===== config.mk =====
export PLATFORM = sky130hd
export DESIGN_NAME = flash_busy_poller
export DESIGN_NICKNAME = d
export VERILOG_FILES = /design/src/rtl/poll_pkg.sv /design/src/rtl/poll_sck_tick.sv /design/src/rtl/poll_limit_cmp.sv /design/src/rtl/flash_busy_poller.sv
export SDC_FILE = /design/constraint.sdc
export NUM_CORES = 1
export LEC_CHECK = 0
export BUFFER_PORTS_ARGS = -buffer_cell sky130_fd_sc_hd__buf_2
export CORE_ASPECT_RATIO = 0.7
export CORE_MARGIN = 4
export CORE_UTILIZATION = 51
export DETAILED_ROUTE_END_ITERATION = 6
export HOLD_SLACK_MARGIN = 0.08
export PLACE_DENSITY = 0.75
export SYNTH_ARGS = -nofsm -noshare
export SYNTH_HDL_FRONTEND = slang
export SYNTH_SLANG_ARGS = --single-unit

===== constraint.sdc =====
create_clock -name clk -period 2.8 [get_ports clk]
set_input_delay 0.56 -clock clk [delete_from_list [all_inputs] [get_ports clk]]
set_output_delay 0.56 -clock clk [all_outputs]
set_load 0.05 [all_outputs]

===== src/rtl/poll_pkg.sv =====
package poll_pkg;

    localparam logic [7:0] STATUS_READ_OP = 8'hD7;

    typedef enum logic [0:0] {
        ST_IDLE  = 1'b0,
        ST_SHIFT = 1'b1
    } poll_state_e;

endpackage


===== src/rtl/poll_sck_tick.sv =====
module poll_sck_tick #(
    parameter int HALF_PERIOD = 4
) (
    input  logic clk,
    input  logic rst_n,
    input  logic run,
    output logic tick
);
    localparam int CW = $clog2(HALF_PERIOD) + 1;
    localparam logic [CW-1:0] LAST = CW'(HALF_PERIOD - 1);

    logic [CW-1:0] cnt_d, cnt_q;

    always_comb begin
        cnt_d = cnt_q;
        if (!run || cnt_q == LAST) cnt_d = '0;
        else                       cnt_d = cnt_q + 1'b1;
    end

    always_ff @(posedge clk or negedge rst_n) begin
        if (!rst_n) cnt_q <= '0;
        else        cnt_q <= cnt_d;
    end

    assign tick = run && (cnt_q == LAST);
endmodule


===== src/rtl/poll_limit_cmp.sv =====
module poll_limit_cmp #(
    parameter int CNT_W = 8
) (
    input  logic [CNT_W-1:0] seen,
    input  logic [CNT_W-1:0] limit,
    output logic             at_limit
);
    logic [CNT_W:0] next_seen;

    always_comb begin
        next_seen = {1'b0, seen} + 1'b1;
        at_limit  = next_seen >= {1'b0, limit};
    end
endmodule


===== src/rtl/flash_busy_poller.sv =====
module flash_busy_poller
    import poll_pkg::*;
#(
    parameter int HALF_PERIOD = 4,
    parameter int CNT_W       = 8
) (
    input  logic             clk,
    input  logic             rst_n,
    input  logic             start,
    input  logic [CNT_W-1:0] max_bytes,
    input  logic             spi_miso,
    output logic             spi_sck,
    output logic             spi_cs_n,
    output logic             spi_mosi,
    output logic             busy,
    output logic             done,
    output logic [7:0]       status_byte,
    output logic             compare_fail,
    output logic             timeout
);
    typedef struct packed {
        poll_state_e      state;
        logic             sck;
        logic             cs_n;
        logic             mosi;
        logic [2:0]       bit_cnt;
        logic             in_status;
        logic [7:0]       rx;
        logic [CNT_W-1:0] byte_cnt;
        logic [7:0]       status;
        logic             timeout;
        logic             done;
    } regs_t;

    regs_t r_d, r_q;
    logic  tick;
    logic  last_byte;

    poll_sck_tick #(.HALF_PERIOD(HALF_PERIOD)) u_tick (
        .clk   (clk),
        .rst_n (rst_n),
        .run   (r_q.state == ST_SHIFT),
        .tick  (tick)
    );

    poll_limit_cmp #(.CNT_W(CNT_W)) u_limit (
        .seen     (r_q.byte_cnt),
        .limit    (max_bytes),
        .at_limit (last_byte)
    );

    always_comb begin
        r_d      = r_q;
        r_d.done = 1'b0;
        case (r_q.state)
            ST_IDLE: begin
                if (start) begin
                    r_d.state     = ST_SHIFT;
                    r_d.cs_n      = 1'b0;
                    r_d.sck       = 1'b0;
                    r_d.mosi      = STATUS_READ_OP[7];
                    r_d.bit_cnt   = 3'd0;
                    r_d.in_status = 1'b0;
                    r_d.rx        = 8'h00;
                    r_d.byte_cnt  = '0;
                    r_d.timeout   = 1'b0;
                end
            end
            default: begin
                if (tick) begin
                    if (!r_q.sck) begin
                        r_d.sck = 1'b1;
                        if (r_q.in_status) r_d.rx = {r_q.rx[6:0], spi_miso};
                    end else begin
                        r_d.sck     = 1'b0;
                        r_d.bit_cnt = r_q.bit_cnt + 3'd1;
                        if (r_q.bit_cnt == 3'd7) begin
                            if (!r_q.in_status) begin
                                r_d.in_status = 1'b1;
                                r_d.mosi      = 1'b0;
                            end else if (r_q.rx[7] || last_byte) begin
                                r_d.state   = ST_IDLE;
                                r_d.cs_n    = 1'b1;
                                r_d.status  = r_q.rx;
                                r_d.timeout = !r_q.rx[7];
                                r_d.done    = 1'b1;
                            end else begin
                                r_d.byte_cnt = r_q.byte_cnt + 1'b1;
                            end
                        end else if (!r_q.in_status) begin
                            r_d.mosi = STATUS_READ_OP[3'd6 - r_q.bit_cnt];
                        end
                    end
                end
            end
        endcase
    end

    always_ff @(posedge clk or negedge rst_n) begin
        if (!rst_n) begin
            r_q           <= '0;
            r_q.state     <= ST_IDLE;
            r_q.cs_n      <= 1'b1;
        end else begin
            r_q <= r_d;
        end
    end

    assign spi_sck      = r_q.sck;
    assign spi_cs_n     = r_q.cs_n;
    assign spi_mosi     = r_q.mosi;
    assign busy         = (r_q.state == ST_SHIFT);
    assign done         = r_q.done;
    assign status_byte  = r_q.status;
    assign compare_fail = r_q.status[6];
    assign timeout      = r_q.timeout;

    // clock held low while deselected
    a_r2_sck_low_idle: assert property (@(posedge clk) disable iff (!rst_n)
        spi_cs_n |-> !spi_sck);

    // MOSI frozen across a high phase
    a_r1_mosi_stable_high: assert property (@(posedge clk) disable iff (!rst_n)
        (spi_sck && $past(spi_sck)) |-> $stable(spi_mosi));

    // done lasts one cycle
    a_r8_done_single: assert property (@(posedge clk) disable iff (!rst_n)
        done |=> !done);

    // deselect coincides with done
    a_r8_cs_rise_done: assert property (@(posedge clk) disable iff (!rst_n)
        $rose(spi_cs_n) |-> done);

    // timeout only appears at completion
    a_r6_timeout_at_done: assert property (@(posedge clk) disable iff (!rst_n)
        $rose(timeout) |-> done);

    // release only on a byte boundary
    a_r5_byte_boundary: assert property (@(posedge clk) disable iff (!rst_n)
        $rose(spi_cs_n) |-> (r_q.bit_cnt == 3'd0));
endmodule


==> impl_metrics.py <==
metrics = {
    "routing": {
        "first_pass_iters": 4,
        "vias": 1468,
        "drc": 0,
        "avgRoutedWirePerCell_um": 14.1,
        "wl_mm": 3.98,
        "avgViaCountPerCell": 5.21,
        "drtAntennaViolNets": 0,
        "dr.first_iter.drc_count": 108,
    },
    "critical_path": {
        "cp.arrival_ns": 3.02,
        "cp.required_ns": 2.97,
        "critPathMaxFanout": 5,
        "start_kind": "flop",
        "setup.worst_path.class": "reg -> reg",
        "cp-end-kind": "flop",
    },
    "floorplan": {
        "core_mm2": 0.00365,
        "dieWidth_um": 83.0,
        "placementRows": 18,
        "die_area_mm2": 0.00502,
        "ios": 27,
        "start_util": 0.550,
        "die_y_um": 60.5,
    },
    "finish": {
        "final_util": 0.654,
        "syn_to_final_growth_pct": 19.0,
        "layout.nets": 257,
        "stdcell_count": 282,
        "drive_gt1_frac": 0.332,
        "antennaDiodeCount": 0,
        "fillers": 301,
    },
    "cts": {
        "cts.sinks": 37,
        "cts_buffer_depth": 2,
        "tritoncts": "yes",
        "clock_tree.root_cell": "clkbuf_8",
        "clock_latency_ns": 0.28,
        "clk_pin_slew_worst_paths_ns": 0.07,
        "numCtsBuffers": 5,
        "cts_max_level": 2,
    },
    "power": {
        "p_total_mw": 1.80,
        "clockPowerShare": 0.210,
        "p_switching_mw": 0.694,
        "p_leak_nw": 1.30,
        "p_seq_frac": 0.450,
        "pwr-share-comb": 0.340,
        "vdd_drop_max_mv": 0.505,
        "intPower_mw": 1.11,
        "swShare": 0.386,
        "p_per_area_mw_per_mm2": 755,
    },
    "yosys": {
        "synth_seq_area_share": 0.462,
        "syn_nets": 221,
        "synth_flop_cell": "dfrtp_1",
        "synth_edf_count": 0,
        "yosysMostFrequentCell": "dfrtp_1",
        "synth_top_cell_by_area": "dfrtp_1",
        "synth_warnings": 0,
        "yosysTopAreaCellShare": 0.449,
        "ys_ff_latch": 37,
        "synthCells": 195,
        "async_flop_share": 1.00,
        "ys_top_cells_by_area": "dfrtp_1, ha_1, nand2_1, mux2_2, nand3_1",
        "synth_commonest_cells": "dfrtp_1, nand2_1, ha_1, inv_1, nand3_1",
        "syn_avg_cell_area_um2": 10.3,
        "synth_area_mm2": 0.00201,
        "synth_cell_types": 37,
    },
    "global_routing": {
        "grt_pass1_vias": 1378,
        "antenna_found_initial": 0,
        "gr-total-overflow": 0,
        "top_usage_layer": "met2",
        "grtUsageMet1": 0.227,
        "grt_pass1_wl_mm": 6.27,
        "grt_max_degree": 38,
        "grt_use_met3": 0.0475,
        "grt_use_met2": 0.234,
        "grt_usage": 0.157,
    },
    "timing": {
        "finalClockSkew_ns": 0.00904,
        "slew_viol_final": 0,
        "tightest_slew_ns": 0.815,
        "fin_crit_sh": 1.02,
        "slew_headroom": 0.455,
        "layout_setup_ws_ns": -0.0509,
        "setup_viol": 11,
        "final_hold_viol_count": 0,
        "period_minus_slack_ns": 2.85,
        "setup-tns-final_ns": -0.324,
        "fmax_ghz": 0.351,
    },
    "run_status": {
        "violations": "setup timing",
        "status": "complete, but fails checks",
    },
    "place": {
        "place_inst": 269,
        "port_buffers": 26,
        "dp_hpwl_mm": 2.74,
        "gp_congestion": 0.911,
    },
    "job": {
        "max_cap_viol_count": 0,
    },
    "worst_hold_path": {
        "hp-class": "in -> async",
    },
}
metal layers:
| layer | vias up | routed length, µm |
|---|---|---|
| met5 | - | 0 |
| met4 | 0 | 54 |
| li1 | 732 | - |
| met1 | 690 | 1980 |
| met2 | 37 | 1720 |
| met3 | 9 | 218 |
power groups by stage:
stage / registers, mW / logic (mW) / clock network (mW)
CTS: 0.808 / 0.618 / 0.394
finish: 0.810 / 0.612 / 0.378
global placement: 0.810 / 0.597 / 0
floorplan: 0.881 / 0.427 / 0
detailed placement: 0.819 / 0.616 / 0
global route: 0.832 / 0.696 / 0.422
final timing paths:
| path | from | end | cells after the start | slack (ns) |
|---|---|---|---|---|
| min in group clk | u_tick.cnt_q[0]$_DFF_PN0_ | u_tick.cnt_q[0]$_DFF_PN0_ | 1 | 0.44 |
| worst max-delay path | r_q[11]$_DFFE_PN0P_ | status_byte[4]$_DFFE_PN0P_ | 12 | -0.05 |
| worst min-delay path | rst_n | r_q[15]$_DFFE_PN0P_ | 1 | 0.36 |
| worst max register to register | r_q[11]$_DFFE_PN0P_ | status_byte[4]$_DFFE_PN0P_ | 12 | -0.05 |
| worst min register to register | u_tick.cnt_q[0]$_DFF_PN0_ | u_tick.cnt_q[0]$_DFF_PN0_ | 1 | 0.44 |
| max in group asynchronous | rst_n | r_q[26]$_DFFE_PN0P_ | 1 | 1.92 |
metrics by stage:
step / hold slack, ns / setup slack [ns] / instance area, µm²
3_3_place_gp: 0.430 / 0.0220 / 2200
2_1_floorplan: 0.264 / 0.0538 / 2010
5_1_grt: 0.416 / -0.0583 / 2390
3_5_place_dp: 0.430 / -0.0125 / 2200
4_1_cts: 0.391 / 0.00201 / 2310
6_report: 0.365 / -0.0509 / 2390
cell usage in the layout (no fill, tap or decap), types with 2 or more instances in the layout:
cell type	count
a21oi_1	3
buf_4	14
buf_6	2
o21ai_0	7
and2_1	4
mux2_2	7
xnor2_1	3
a21o_1	2
dfrtp_1	36
nand2b_1	2
and3_1	2
mux2i_1	5
ha_1	13
nand3_1	12
nand4b_1	2
mux2_4	4
nand2_1	32
buf_2	26
inv_1	14
o2bb2ai_1	2
nand3_2	2
xor2_1	3
nor2_1	6
clkbuf_8	6
flip-flops by register name, summed over array words and instances (netlist names):
register	count
spi_sck	1
r_q	20
timeout	1
u_tick.cnt_q	3
spi_mosi	1
status_byte	8
done	1
spi_cs_n	1
busy	1
critical path, cell delays in order (launching register included):
cell	delay, ns
dfrtp_1	0.36
ha_2	0.20
nand2_1	0.08
or3_1	0.35
nand2_1	0.09
ha_1	0.24
and3_4	0.19
a21oi_2	0.16
o211ai_2	0.14
buf_4	0.16
o31ai_4	0.27
buf_6	0.17
mux2_2	0.33
cell type report:
| type | count | area (µm²) | area share |
|---|---|---|---|
| multi-input cells | 131 | 990 | 0.415 |
| clock inverters | 2 | 13.8 | 0.00577 |
| clock buffers | 6 | 82.6 | 0.0346 |
| repair buffers | 42 | 258 | 0.108 |
| flip-flops and latches | 37 | 927 | 0.389 |
| inverters | 14 | 52.6 | 0.0220 |
| well taps | 50 | 62.6 | 0.0262 |
kinds of logic after synthesis:
family                     count (synthesis)  share of synthesized area
xor gates and xnor gates                   7                     0.0306
adders and majority gates                 14                     0.0873
muxes                                     16                     0.0942
and+or+nand+nor                           72                      0.177
buffers and inverters                     27                     0.0717
AOI/OAI and AO/OA                         22                     0.0767
DFF                                       37                      0.462
timing repair:
item / 4_1_cts / 5_1_grt
setup endpoints to repair: 12 / 14
endpoints found under the hold margin: 0 / 0
gates resized for setup: 2 / 12
buffers inserted: 0 / 4
pin swaps: 0 / 4
cloned: 0 / 1
hold buffers: 0 / 0
(Power assumes the default switching activity.)
